===== config.mk =====
export PLATFORM = sky130hd
export DESIGN_NAME = sir_pulse_encoder
export DESIGN_NICKNAME = d
export VERILOG_FILES = /design/src/rtl/sir_enc_pkg.sv /design/src/rtl/sir_bit_timer.sv /design/src/rtl/sir_pulse_gen.sv /design/src/rtl/sir_line_drive.sv /design/src/rtl/sir_pulse_encoder.sv
export SDC_FILE = /design/constraint.sdc
export NUM_CORES = 1
export LEC_CHECK = 0
export CAP_MARGIN = 20
export CORE_AREA = 2 2 39 41
export CTS_CLUSTER_DIAMETER = 30
export DETAILED_ROUTE_END_ITERATION = 10
export DIE_AREA = 0 0 41 43
export GPL_TIMING_DRIVEN = 0
export HOLD_SLACK_MARGIN = 0.06
export SYNTH_ARGS = -nofsm -noshare
export SYNTH_HDL_FRONTEND = slang
export SYNTH_SLANG_ARGS = --single-unit

===== constraint.sdc =====
create_clock -name clk -period 1.2 [get_ports clk]
set_input_delay 0.24 -clock clk [delete_from_list [all_inputs] [get_ports clk]]
set_output_delay 0.24 -clock clk [all_outputs]
set_load 0.05 [all_outputs]

===== src/rtl/sir_enc_pkg.sv =====
package sir_enc_pkg;

  typedef enum logic {
    PW_FRACTION = 1'b0,
    PW_LOWPOWER = 1'b1
  } pw_mode_e;

  // number of counted ticks that end a pulse in the selected mode
  function automatic int unsigned pulse_limit(input pw_mode_e mode,
                                              input int unsigned frac_ticks,
                                              input int unsigned lp_ticks);
    return (mode == PW_LOWPOWER) ? lp_ticks : frac_ticks;
  endfunction

  // a bit begins on a level change or when the phase wraps
  function automatic logic is_bit_boundary(input logic now_lvl,
                                           input logic prev_lvl,
                                           input logic phase_last);
    return (now_lvl != prev_lvl) || phase_last;
  endfunction

endpackage


===== src/rtl/sir_bit_timer.sv =====
module sir_bit_timer #(
  parameter int unsigned OVS = 16
) (
  input  logic clk,
  input  logic rst_n,
  input  logic tick_i,
  input  logic data_i,
  output logic bit_start_o,
  output logic bit_val_o
);
  import sir_enc_pkg::*;

  localparam int unsigned PW = (OVS > 1) ? $clog2(OVS) : 1;
  localparam logic [PW-1:0] PH_LAST = PW'(OVS - 1);

  logic [PW-1:0] phase_q;
  logic          last_q;
  logic          at_last;

  assign at_last     = (phase_q == PH_LAST);
  assign bit_start_o = tick_i && is_bit_boundary(data_i, last_q, at_last);
  assign bit_val_o   = data_i;

  always_ff @(posedge clk) begin
    if (!rst_n) begin
      phase_q <= PH_LAST;
      last_q  <= 1'b1;
    end else if (tick_i) begin
      last_q  <= data_i;
      phase_q <= bit_start_o ? '0 : phase_q + 1'b1;
    end
  end

  // each bit start restarts the phase count
  a_r7_phase_restart: assert property (@(posedge clk) disable iff (!rst_n)
    bit_start_o |=> (phase_q == '0));

  // the phase never passes the last slot of a bit
  a_r7_phase_bound: assert property (@(posedge clk) disable iff (!rst_n)
    (at_last && tick_i) |=> (phase_q == '0));

endmodule


===== src/rtl/sir_pulse_gen.sv =====
module sir_pulse_gen #(
  parameter int unsigned FRAC_TICKS = 3,
  parameter int unsigned LP_TICKS   = 3
) (
  input  logic clk,
  input  logic rst_n,
  input  logic active_i,
  input  logic lp_mode_i,
  input  logic bit_start_i,
  input  logic bit_val_i,
  input  logic os_tick_i,
  input  logic lp_tick_i,
  output logic pulse_o
);
  import sir_enc_pkg::*;

  localparam int unsigned MAXT = (FRAC_TICKS > LP_TICKS) ? FRAC_TICKS : LP_TICKS;
  localparam int unsigned CW   = $clog2(MAXT + 1);

  pw_mode_e      mode;
  logic [CW-1:0] limit;
  logic          step_tick;
  logic          fire;
  logic          pulse_q, pulse_n;
  logic [CW-1:0] cnt_q, cnt_n;

  assign mode      = pw_mode_e'(lp_mode_i);
  assign limit     = CW'(pulse_limit(mode, FRAC_TICKS, LP_TICKS));
  assign step_tick = (mode == PW_LOWPOWER) ? lp_tick_i : os_tick_i;
  assign fire      = active_i && bit_start_i && !bit_val_i;

  always_comb begin
    pulse_n = pulse_q;
    cnt_n   = cnt_q;
    if (!active_i) begin
      pulse_n = 1'b0;
      cnt_n   = '0;
    end else if (fire) begin
      pulse_n = 1'b1;
      cnt_n   = '0;
    end else if (pulse_q && step_tick) begin
      cnt_n = cnt_q + 1'b1;
      if (cnt_n >= limit) begin
        pulse_n = 1'b0;
        cnt_n   = '0;
      end
    end
  end

  always_ff @(posedge clk) begin
    if (!rst_n) begin
      pulse_q <= 1'b0;
      cnt_q   <= '0;
    end else begin
      pulse_q <= pulse_n;
      cnt_q   <= cnt_n;
    end
  end

  assign pulse_o = pulse_q;

  // a pulse only rises after an active zero-bit start
  a_r2_rise_cause: assert property (@(posedge clk) disable iff (!rst_n)
    $rose(pulse_q) |-> $past(bit_start_i && !bit_val_i && active_i));

  // without a counted tick the pulse keeps going
  a_r1_hold: assert property (@(posedge clk) disable iff (!rst_n)
    (pulse_q && active_i && !step_tick) |=> pulse_q);

  // an inactive path leaves the pulse low
  a_r4_off_low: assert property (@(posedge clk) disable iff (!rst_n)
    !active_i |=> !pulse_q);

  // the tick count stays below its limit
  a_r3_cnt_bound: assert property (@(posedge clk) disable iff (!rst_n)
    cnt_q < CW'(MAXT));

endmodule


===== src/rtl/sir_line_drive.sv =====
module sir_line_drive (
  input  logic clk,
  input  logic rst_n,
  input  logic active_i,
  input  logic data_i,
  input  logic pulse_i,
  output logic sir_o,
  output logic txd_o
);
  logic txd_q;

  always_ff @(posedge clk) begin
    if (!rst_n) txd_q <= 1'b1;
    else        txd_q <= active_i ? 1'b1 : data_i;
  end

  assign txd_o = txd_q;
  assign sir_o = pulse_i;

  // the transmit line parks high while the infrared path is active
  a_r5_mark: assert property (@(posedge clk) disable iff (!rst_n)
    active_i |=> txd_o);

  // reset forces the idle levels
  a_r8_reset_levels: assert property (@(posedge clk)
    !rst_n |=> (txd_o && !sir_o));

endmodule


===== src/rtl/sir_pulse_encoder.sv =====
module sir_pulse_encoder #(
  parameter int unsigned OVS        = 16,
  parameter int unsigned FRAC_TICKS = 3,
  parameter int unsigned LP_TICKS   = 3
) (
  input  logic clk,
  input  logic rst_n,
  input  logic tx_bit_i,
  input  logic os_tick_i,
  input  logic lp_tick_i,
  input  logic sir_en_i,
  input  logic uart_en_i,
  input  logic lp_mode_i,
  output logic sir_out_o,
  output logic uart_txd_o
);
  logic active;
  logic bit_start;
  logic bit_val;
  logic pulse;

  // the infrared enable only counts while the UART is enabled
  assign active = uart_en_i && sir_en_i;

  sir_bit_timer #(.OVS(OVS)) u_timer (
    .clk         (clk),
    .rst_n       (rst_n),
    .tick_i      (os_tick_i),
    .data_i      (tx_bit_i),
    .bit_start_o (bit_start),
    .bit_val_o   (bit_val)
  );

  sir_pulse_gen #(.FRAC_TICKS(FRAC_TICKS), .LP_TICKS(LP_TICKS)) u_pulse (
    .clk         (clk),
    .rst_n       (rst_n),
    .active_i    (active),
    .lp_mode_i   (lp_mode_i),
    .bit_start_i (bit_start),
    .bit_val_i   (bit_val),
    .os_tick_i   (os_tick_i),
    .lp_tick_i   (lp_tick_i),
    .pulse_o     (pulse)
  );

  sir_line_drive u_drive (
    .clk      (clk),
    .rst_n    (rst_n),
    .active_i (active),
    .data_i   (tx_bit_i),
    .pulse_i  (pulse),
    .sir_o    (sir_out_o),
    .txd_o    (uart_txd_o)
  );

  // with the UART off the infrared output stays low
  a_r6_uart_off: assert property (@(posedge clk) disable iff (!rst_n)
    !uart_en_i |=> !sir_out_o);

endmodule


==> flow_metrics.py, run 1 <==
metrics = {
    "pwr": {
        "powerDensity_nw_per_um2": 1130,
        "peakVddDrop_uv": 480,
        "p_sw_uw": 187,
        "power_frac_seq": 0.473,
        "internal_power_uw": 513,
        "p_leak_uw": 0.000267,
        "combPwrFrac": 0.192,
        "swShare": 0.267,
        "clockPowerShare": 0.335,
    },
    "clocking": {
        "cts_buffer_depth": 2,
        "cts_max_level": 1,
        "clkTransAtPathRegs_ns": 0.06,
        "cts_tree": "yes",
        "worstSkewPairLatency_ns": 0.26,
        "cts_root_buffer": "clkbuf_4",
        "cts_made_buffers": 3,
        "clock-sinks": 9,
    },
    "place": {
        "place.gp.congestion": 0.660,
        "port_buffers": 9,
        "dpl-instance-area_um2": 552,
        "hpwl_um": 615,
    },
    "sta": {
        "final_hold_viol_count": 0,
        "fin_setup_tns_ns": 0,
        "slew_headroom": 0.804,
        "slew_violations": 0,
        "fmax_ghz": 0.881,
        "grt_setup_unrepaired": "no",
        "fin_skew_ns": 0.000810,
        "period_share": 0.946,
        "timing.final.crit_period_ns": 1.14,
        "setup_viol": 0,
        "tightest_slew_ns": 0.293,
    },
    "final_layout": {
        "drive_above_1_share": 0.234,
        "area_delta_synth_final_pct": 41.1,
        "insertedDiodeCount": 0,
        "utilization": 0.447,
        "design_area_um2": 618,
        "finalNetCount": 74,
    },
    "synthesis": {
        "synth_enable_flop_cells": 0,
        "synth-seq-cells": 9,
        "ys_async_sr_fraction": 0,
        "synth_top_cell_by_area": "dfxtp_1",
        "synthesis.instances": 50,
        "synth_top_area_share": 0.411,
        "yosysMostFrequentCell": "dfxtp_1",
        "synth_area_um2": 438,
        "ys.flop_type": "dfxtp_1",
        "synth_cell_types": 25,
        "yosysWarnings": 0,
        "synth_nets": 59,
        "ys_top_cells_by_area": "dfxtp_1 41%, inv_1 5.1%, o21ai_0 4.6%",
        "synth_common_cells": "9 x dfxtp_1, 6 x inv_1, 4 x o21ai_0",
        "yosysSeqAreaShare": 0.411,
        "syn_avg_cell_area_um2": 8.76,
    },
    "floorplanning": {
        "start_util": 0.316,
        "core_area_um2": 1380,
        "rows": 14,
        "fp.dieW_um": 41,
        "die_h_um": 43,
        "die_area_um2": 1760,
        "io_pins": 10,
    },
    "setup_path": {
        "worstSetupPathType": "reg2reg",
        "path_max_fanout": 3,
        "r2r_cells": 4,
        "cp-end-kind": "register",
        "cpPeakStageDelay_ns": 0.32,
        "critPathTopFamily": "compound AO/OA/AOI/OAI gates",
        "required_ns": 1.39,
        "cp-start-kind": "register",
        "crit_path_top_delay_cell": "dfxtp_1",
        "critPathArrivalTime_ns": 1.33,
        "crit_cells": 4,
        "rrSetupSlack_ns": 0.06,
        "crit_chain": "ha_2, a31o_2, a21o_1, a21oi_1",
        "critPathBufInv": 0,
    },
    "grt": {
        "grt_pass1_vias": 378,
        "grt_overflow_total": 0,
        "antenna_found_initial": 0,
        "grtUsageTotal": 0.132,
        "grt_max_degree": 11,
        "grt_pass1_wl_mm": 1.52,
    },
    "hold_path": {
        "hold_path_depth": 4,
        "min_path_type": "in2reg",
    },
    "drt": {
        "wl_um": 879,
        "drc": 0,
        "ant_nets": 0,
        "wl_per_cell_um": 11.0,
        "dr.pass1.iters": 4,
        "vias": 405,
        "drt-initial-drc-count": 5,
        "vias_per_cell": 5.06,
    },
    "outcome": {
        "status": "finished, final reports clean",
    },
    "run": {
        "max-cap-violations": 0,
    },
}
area by class of cell:
cell class | instances | area (um2)
flip-flops and latches | 9 | 184
inverters | 6 | 22.5
multi-input cells | 34 | 263
plain buffers | 1 | 7.51
well taps | 16 | 20.0
clock buffers | 4 | 26.3
fillers | 138 | 766
repair buffers | 10 | 95.1
logic make-up (layout without fill, tap and decap cells):
kind of cell,after synthesis,in the layout,synth area share
AND/OR/NAND/NOR,17,17,0.231
adder cells (fa/ha/maj),1,1,0.0286
flip-flops,9,9,0.411
AO/OA/AOI/OAI,14,14,0.206
multiplexers,1,1,0.0229
XOR/XNOR,1,1,0.0372
buffers and inverters,7,21,0.0628
path summary, 6_finish.rpt:
check                                       end                            start
hold / removal     u_pulse.pulse_o$_SDFFE_PN0P_                        lp_tick_i
setup / recovery  u_pulse.cnt_q[0]$_SDFFE_PP0P_  u_timer.phase_q[1]$_SDFFE_PN1P_
setup reg to reg  u_pulse.cnt_q[0]$_SDFFE_PP0P_  u_timer.phase_q[1]$_SDFFE_PN1P_
hold reg to reg   u_pulse.cnt_q[0]$_SDFFE_PP0P_    u_pulse.cnt_q[0]$_SDFFE_PP0P_
cell usage in the layout, fill, tap and decap left out, types with 2 or more instances in the layout:
| master | count |
|---|---|
| buf_2 | 2 |
| nand2_1 | 2 |
| o21ai_0 | 4 |
| nand4_1 | 3 |
| nand3_1 | 3 |
| clkbuf_4 | 4 |
| inv_1 | 6 |
| dfxtp_1 | 8 |
| nand2b_1 | 2 |
| dlymetal6s2s_1 | 3 |
| a21oi_1 | 2 |
| clkdlybuf4s50_1 | 4 |
routing by layer:
layer,part of all wire,track usage
met1,0.46,0.169
met2,0.47,0.172
met3,0.039,0.0157
met4,0.025,0.140
met5,0,0
through the flow:
step,hold WS [ns],instances,power [uW],setup WS (ns)
finish,0.429,80,699,0.0647
global route,0.467,80,742,0.00378
CTS,0.499,79,696,0.0126
detailed placement,0.489,75,456,-0.269
global placement,0.488,75,454,-0.280
floorplan,0.312,50,409,0.0277
tightest hold or removal path: stages:
cell and delay [ns]:
dlymetal6s2s_1 0.10, mux2i_2 0.10, o21ai_1 0.14, a21oi_1 0.07
power groups by stage:
stage / combinational [uW] / sequential (uW) / clock [uW]
final: 134 / 331 / 234
after global routing: 150 / 334 / 258
after CTS: 121 / 329 / 246
after detailed placement: 120 / 336 / 0
after global placement: 119 / 336 / 0
after floorplan: 67.4 / 341 / 0
timing repair:
item                                    4_1_cts  5_1_grt
setup buffers                                 0        1
pin swaps                                     0        3
hold buffers                                  0        0
endpoints found under the setup margin        3        5
gates resized for setup                       9       12
cloned                                        0        0
sequential cells by signal, summed over array words and instances (netlist names):
name and flops:
u_pulse.pulse_o 1, u_timer.last_q 1, u_drive.txd_o 1, u_pulse.cnt_q 2
u_timer.phase_q 4
Note: power is estimated with default switching activity, not from simulation.
==> run 2: changes to the inputs <==
--- a/config.mk
+++ b/config.mk
@@ -12,6 +12,8 @@
 export DIE_AREA = 0 0 41 43
 export GPL_TIMING_DRIVEN = 0
 export HOLD_SLACK_MARGIN = 0.06
+export SKIP_LAST_GASP = 1
 export SYNTH_ARGS = -nofsm -noshare
 export SYNTH_HDL_FRONTEND = slang
 export SYNTH_SLANG_ARGS = --single-unit
+export TNS_END_PERCENT = 30
==> run 2 against run 1 <==
Combinational power shrank 7%. Routed wire length down 3.3%. Sequential share of layout area rose by 0.61 points. Sequential power barely moved. Non-clock buffer count is 1 lower. Global-route usage is 0.10 points lower. Maximum frequency down 2.5%. Critical path depth shrank 3. Design area decreased by 2.0%. Worst hold slack about the same. Sequential cell count unchanged. Critical endpoint is now uart_txd_o.
==> flow_metrics.py, run 2 (same netlist as run 1, synthesis figures left out) <==
metrics = {
    "setup_path": {
        "cp-start-kind": "register",
        "crit_chain": "clkdlybuf4s15_2",
        "critPathBufInv": 1,
        "crit_path_top_delay_cell": "clkdlybuf4s15_2",
        "path_max_fanout": 1,
        "required_ns": 0.96,
        "cp-end-kind": "output port",
        "critPathTopFamily": "buffers and inverters",
        "critPathArrivalTime_ns": 0.92,
        "cpPeakStageDelay_ns": 0.36,
        "worstSetupPathType": "reg2out",
    },
    "sta": {
        "setup_viol": 0,
        "slew_headroom": 0.810,
        "grt_setup_unrepaired": "yes",
        "fmax_ghz": 0.859,
        "timing.final.crit_period_ns": 1.16,
        "fin_skew_ns": 0.000540,
        "final_hold_viol_count": 0,
        "period_share": 0.970,
        "tightest_slew_ns": 0.284,
        "slew_violations": 0,
    },
    "grt": {
        "grt_pass1_wl_mm": 1.50,
        "grt_overflow_total": 0,
        "grtUsageTotal": 0.131,
        "grt_pass1_vias": 379,
        "grt_max_degree": 11,
        "antenna_found_initial": 0,
    },
    "pwr": {
        "peakVddDrop_uv": 480,
        "p_leak_uw": 0.000264,
        "powerDensity_nw_per_um2": 1140,
        "total_power_uw": 689,
    },
    "final_layout": {
        "final_common_cell": "dfxtp_1",
        "drive_above_1_share": 0.222,
        "final_cell_mix": "8 x dfxtp_1, 6 x inv_1, 4 x clkbuf_4, 4 x o21ai_0, 4 x clkdlybuf4s50_1",
        "fillers": 139,
        "insertedDiodeCount": 0,
        "fin_cells": 79,
        "regMostFlops": "u_timer.phase_q",
        "area_delta_synth_final_pct": 38.3,
        "finalNetCount": 73,
        "top_regs": "u_timer.phase_q: 4 flops, u_pulse.cnt_q: 2 flops",
        "largest_reg_flops": 4,
    },
    "floorplanning": {
        "io_pins": 10,
        "start_util": 0.316,
        "core_area_um2": 1380,
        "rows": 14,
        "die_area_um2": 1760,
        "fp.dieW_um": 41,
        "die_h_um": 43,
    },
    "clocking": {
        "cts_buffer_depth": 2,
        "clock-sinks": 9,
        "cts_max_level": 1,
        "cts_tree": "yes",
        "cts_made_buffers": 3,
        "clkTransAtPathRegs_ns": 0.06,
        "worstSkewPairLatency_ns": 0.26,
        "hold_buffers": 0,
        "postCtsSetupBuffers": 0,
        "cts_root_buffer": "clkbuf_4",
    },
    "place": {
        "port_buffers": 9,
        "place.gp.congestion": 0.660,
        "dp.cells": 75,
        "hpwl_um": 615,
    },
    "drt": {
        "wl_um": 850,
        "ant_nets": 0,
        "drt-initial-drc-count": 7,
        "vias": 403,
        "dr.pass1.iters": 4,
        "vias_per_cell": 5.10,
        "drc": 0,
        "wl_per_cell_um": 10.8,
    },
    "outcome": {
        "status": "finished, final reports clean",
    },
    "hold_path": {
        "min_path_type": "in2reg",
    },
    "run": {
        "max-cap-violations": 0,
    },
}
-- run 2: changes by cell type in the layout (fill, tap and decap cells not counted), sizes merged --
cell           before  now
buf                 3    1
clkdlybuf4s15       0    1
-- run 2: per-stage QoR --
step,setup WS [ns],TNS [ns],hold slack (ns),utilization,cell area [um2]
after floorplan,0.0277,0,0.312,-,442
after global placement,-0.280,-1.78,0.488,0.399,552
after detailed placement,-0.269,-1.69,0.489,0.399,552
after CTS,-0.0174,-0.0256,0.499,0.420,581
after global routing,-0.0267,-0.0840,0.467,0.438,606
final,0.0355,0,0.429,0.438,606
-- run 2: cell type report --
class                   count  area (um2)  share of cell area
well taps                  16        20.0              0.0331
flip-flops and latches      9         184               0.304
clock buffers               4        26.3              0.0434
repair buffers              9        93.8               0.155
multi-input cells          34         251               0.415
plain buffers               1        7.51              0.0124
inverters                   6        22.5              0.0372
-- run 2: worst reg2reg max path: cells and delay by family (launching register included) --
kind                       cells  cell delay, ns
DFF                            1            0.32
adders and majority gates      1            0.21
AOI/OAI and AO/OA              3            0.56
-- run 2: path summary, 6_finish.rpt --
kind                                         from                             to  slack (ns)  depth (start not counted)
hold reg to reg     u_pulse.cnt_q[0]$_SDFFE_PP0P_  u_pulse.cnt_q[0]$_SDFFE_PP0P_        0.51                          2
hold / removal                          lp_tick_i   u_pulse.pulse_o$_SDFFE_PN0P_        0.43                          4
setup reg to reg  u_timer.phase_q[0]$_SDFFE_PN1P_  u_pulse.cnt_q[0]$_SDFFE_PP0P_        0.05                          4
setup / recovery         u_drive.txd_o$_SDFF_PP1_                     uart_txd_o        0.04                          1
-- run 2: power breakdown --
part	internal [uW]	switching, uW
registers	315	14.7
logic	63.0	62.2
clock network	128	106
-- run 2: metal layers --
metal / track usage / part of all wire
met2: 0.172 / 0.46
met5: 0 / 0
met3: 0.0157 / 0.028
met1: 0.166 / 0.48
met4: 0.140 / 0.026
-- run 2: repair_timing --
action                                  in CTS  in global routing
hold endpoints to repair                     0                  0
pin swaps                                    0                  2
gates resized for setup                      6                 12
endpoints found under the setup margin       3                  6
==> run 3: changes to the inputs <==
==> constraint.sdc (replaced) <==
create_clock -name clk -period 1 [get_ports clk]
set_input_delay 0.2 -clock clk [delete_from_list [all_inputs] [get_ports clk]]
set_output_delay 0.2 -clock clk [all_outputs]
set_load 0.05 [all_outputs]
==> run 3 against run 2 <==
The flow now finishes with violations (setup timing). Setup slack worse by 0.14 ns. Clock power is 26% higher. Sequential share of layout area is 1.2 points lower. Via count is 6.2% higher.
==> flow_metrics.py, run 3 (same netlist as run 1, synthesis figures left out) <==
metrics = {
    "grt": {
        "grt_pass1_wl_mm": 1.65,
        "grt_pass1_vias": 416,
        "antenna_found_initial": 0,
        "grt_overflow_total": 0,
        "grt_max_degree": 11,
        "grtUsageTotal": 0.141,
    },
    "hold_path": {
        "min_path_type": "in2reg",
        "min-delay-start": "tx_bit_i",
        "min_to": "u_drive.txd_o$_SDFF_PP1_",
        "hold_path_depth": 2,
    },
    "clocking": {
        "cts_max_level": 1,
        "cts_root_buffer": "clkbuf_4",
        "cts_tree": "yes",
        "cts_buffer_depth": 2,
        "cts_made_buffers": 3,
        "clkTransAtPathRegs_ns": 0.07,
        "worstSkewPairLatency_ns": 0.26,
        "hold_buffers": 0,
        "clock-sinks": 9,
    },
    "sta": {
        "final_hold_viol_count": 0,
        "slew_violations": 0,
        "grt_setup_unrepaired": "yes",
        "fin_skew_ns": 0.00157,
        "tightest_slew_ns": 0.327,
        "slew_headroom": 0.781,
        "setup_viol": 3,
        "timing.final.crit_period_ns": 1.10,
        "fmax_ghz": 0.909,
        "period_share": 1.10,
        "setup_slack_ns": -0.0998,
    },
    "place": {
        "place_ws_ns": -0.457,
        "place.gp.congestion": 0.708,
        "hpwl_um": 665,
        "port_buffers": 9,
    },
    "floorplanning": {
        "rows": 14,
        "core_area_um2": 1380,
        "die_area_um2": 1760,
        "fp.dieW_um": 41,
        "die_h_um": 43,
        "start_util": 0.316,
        "io_pins": 10,
    },
    "setup_path": {
        "required_ns": 1.20,
        "crit_path_top_delay_cell": "or4_4",
        "critPathArrivalTime_ns": 1.30,
        "path_max_fanout": 3,
        "critical_path.startpoint": "u_pulse.cnt_q[0]$_SDFFE_PP0P_",
        "cp-start-kind": "register",
        "worstSetupPathType": "reg2reg",
        "r2r-end": "u_pulse.cnt_q[1]$_SDFFE_PP0P_",
        "cpPeakStageDelay_ns": 0.52,
        "rrSetupSlack_ns": -0.1,
        "r2r_start": "u_pulse.cnt_q[0]$_SDFFE_PP0P_",
        "crit_chain": "inv_1, or4_4, a21oi_2",
        "cp-end-kind": "register",
        "r2r_cells": 3,
    },
    "pwr": {
        "p_leak_uw": 0.000270,
        "peakVddDrop_uv": 625,
        "total_power_uw": 870,
        "powerDensity_nw_per_um2": 1350,
    },
    "run": {
        "max-cap-violations": 0,
    },
    "drt": {
        "vias_per_cell": 5.16,
        "wl_per_cell_um": 11.9,
        "drc": 0,
        "dr.pass1.iters": 3,
        "drt-initial-drc-count": 4,
        "wl_um": 987,
        "ant_nets": 0,
        "vias": 428,
    },
    "final_layout": {
        "finalNetCount": 77,
        "insertedDiodeCount": 0,
        "area_delta_synth_final_pct": 47.1,
        "largest_reg_flops": 4,
        "top_regs": "u_timer.phase_q: 4 flops, u_pulse.cnt_q: 2 flops",
        "fillers": 132,
        "final_cell_mix": "5 x inv_1, 5 x buf_4, 5 x dfxtp_1",
        "regMostFlops": "u_timer.phase_q",
        "utilization": 0.466,
        "drive_above_1_share": 0.358,
    },
    "outcome": {
        "violations": "setup timing",
        "status": "complete, but fails checks",
    },
}
run 3: cell count changes in the layout (fill, tap and decap cells not counted), moves of 2 or more:
cell	previous run	this run
buf_4	0	5
dlygate4sd2_1	0	4
dlymetal6s2s_1	3	1
dfxtp_2	0	3
clkdlybuf4s50_1	4	2
dfxtp_1	8	5
run 3: routing by layer:
metal,vias up,routed length [um],GRT usage
met5,-,0,0
met4,0,12,0.100
met3,2,46,0.0314
met2,11,479,0.216
met1,198,448,0.162
li1,217,-,-
run 3: repair_timing:
action                     4_1_cts  5_1_grt
resized for setup               24        4
setup buffers                    4        0
pin swaps                        5        3
setup endpoints to repair       10        7
run 3: report_power, final:
part	internal [uW]	switching (uW)
combinational	88.8	84.1
sequential	379	22.0
clock	154	141
run 3: final cells by class:
cell class                      count  area, um2  share of cell area
Buffer                              1       5.00             0.00777
Inverter                            6       22.5              0.0350
Tap cell                           16       20.0              0.0311
Clock buffer                        4       26.3              0.0408
Timing Repair Buffer               13        110               0.171
Sequential cell                     9        188               0.291
Multi-Input combinational cell     34        273               0.423
run 3: how the worst max path moves through the flow:
stage,endpoint,cells after the start
global placement,u_pulse.cnt_q[0]$_SDFFE_PP0P_,4
finish,u_pulse.cnt_q[1]$_SDFFE_PP0P_,3
detailed placement,u_pulse.cnt_q[0]$_SDFFE_PP0P_,4
floorplan,u_pulse.cnt_q[1]$_SDFFE_PP0P_,3
global route,u_pulse.cnt_q[1]$_SDFFE_PP0P_,3
CTS,u_pulse.cnt_q[1]$_SDFFE_PP0P_,3
run 3: metrics by stage:
stage | setup TNS [ns] | cells | instance area [um2] | hold slack [ns]
4_1_cts | -0.373 | 83 | 631 | 0.371
3_3_place_gp | -3.31 | 75 | 552 | 0.482
3_5_place_dp | -3.44 | 75 | 552 | 0.493
6_report | -0.238 | 83 | 644 | 0.286
5_1_grt | -0.478 | 83 | 644 | 0.292
2_1_floorplan | -0.277 | 50 | 442 | 0.272
run 3: critical path, delay by kind of cell, from the launching register on:
family | cells | cell delay (ns)
simple gates | 1 | 0.52
flops | 1 | 0.34
buf+inv | 1 | 0.04
compound gates | 1 | 0.14
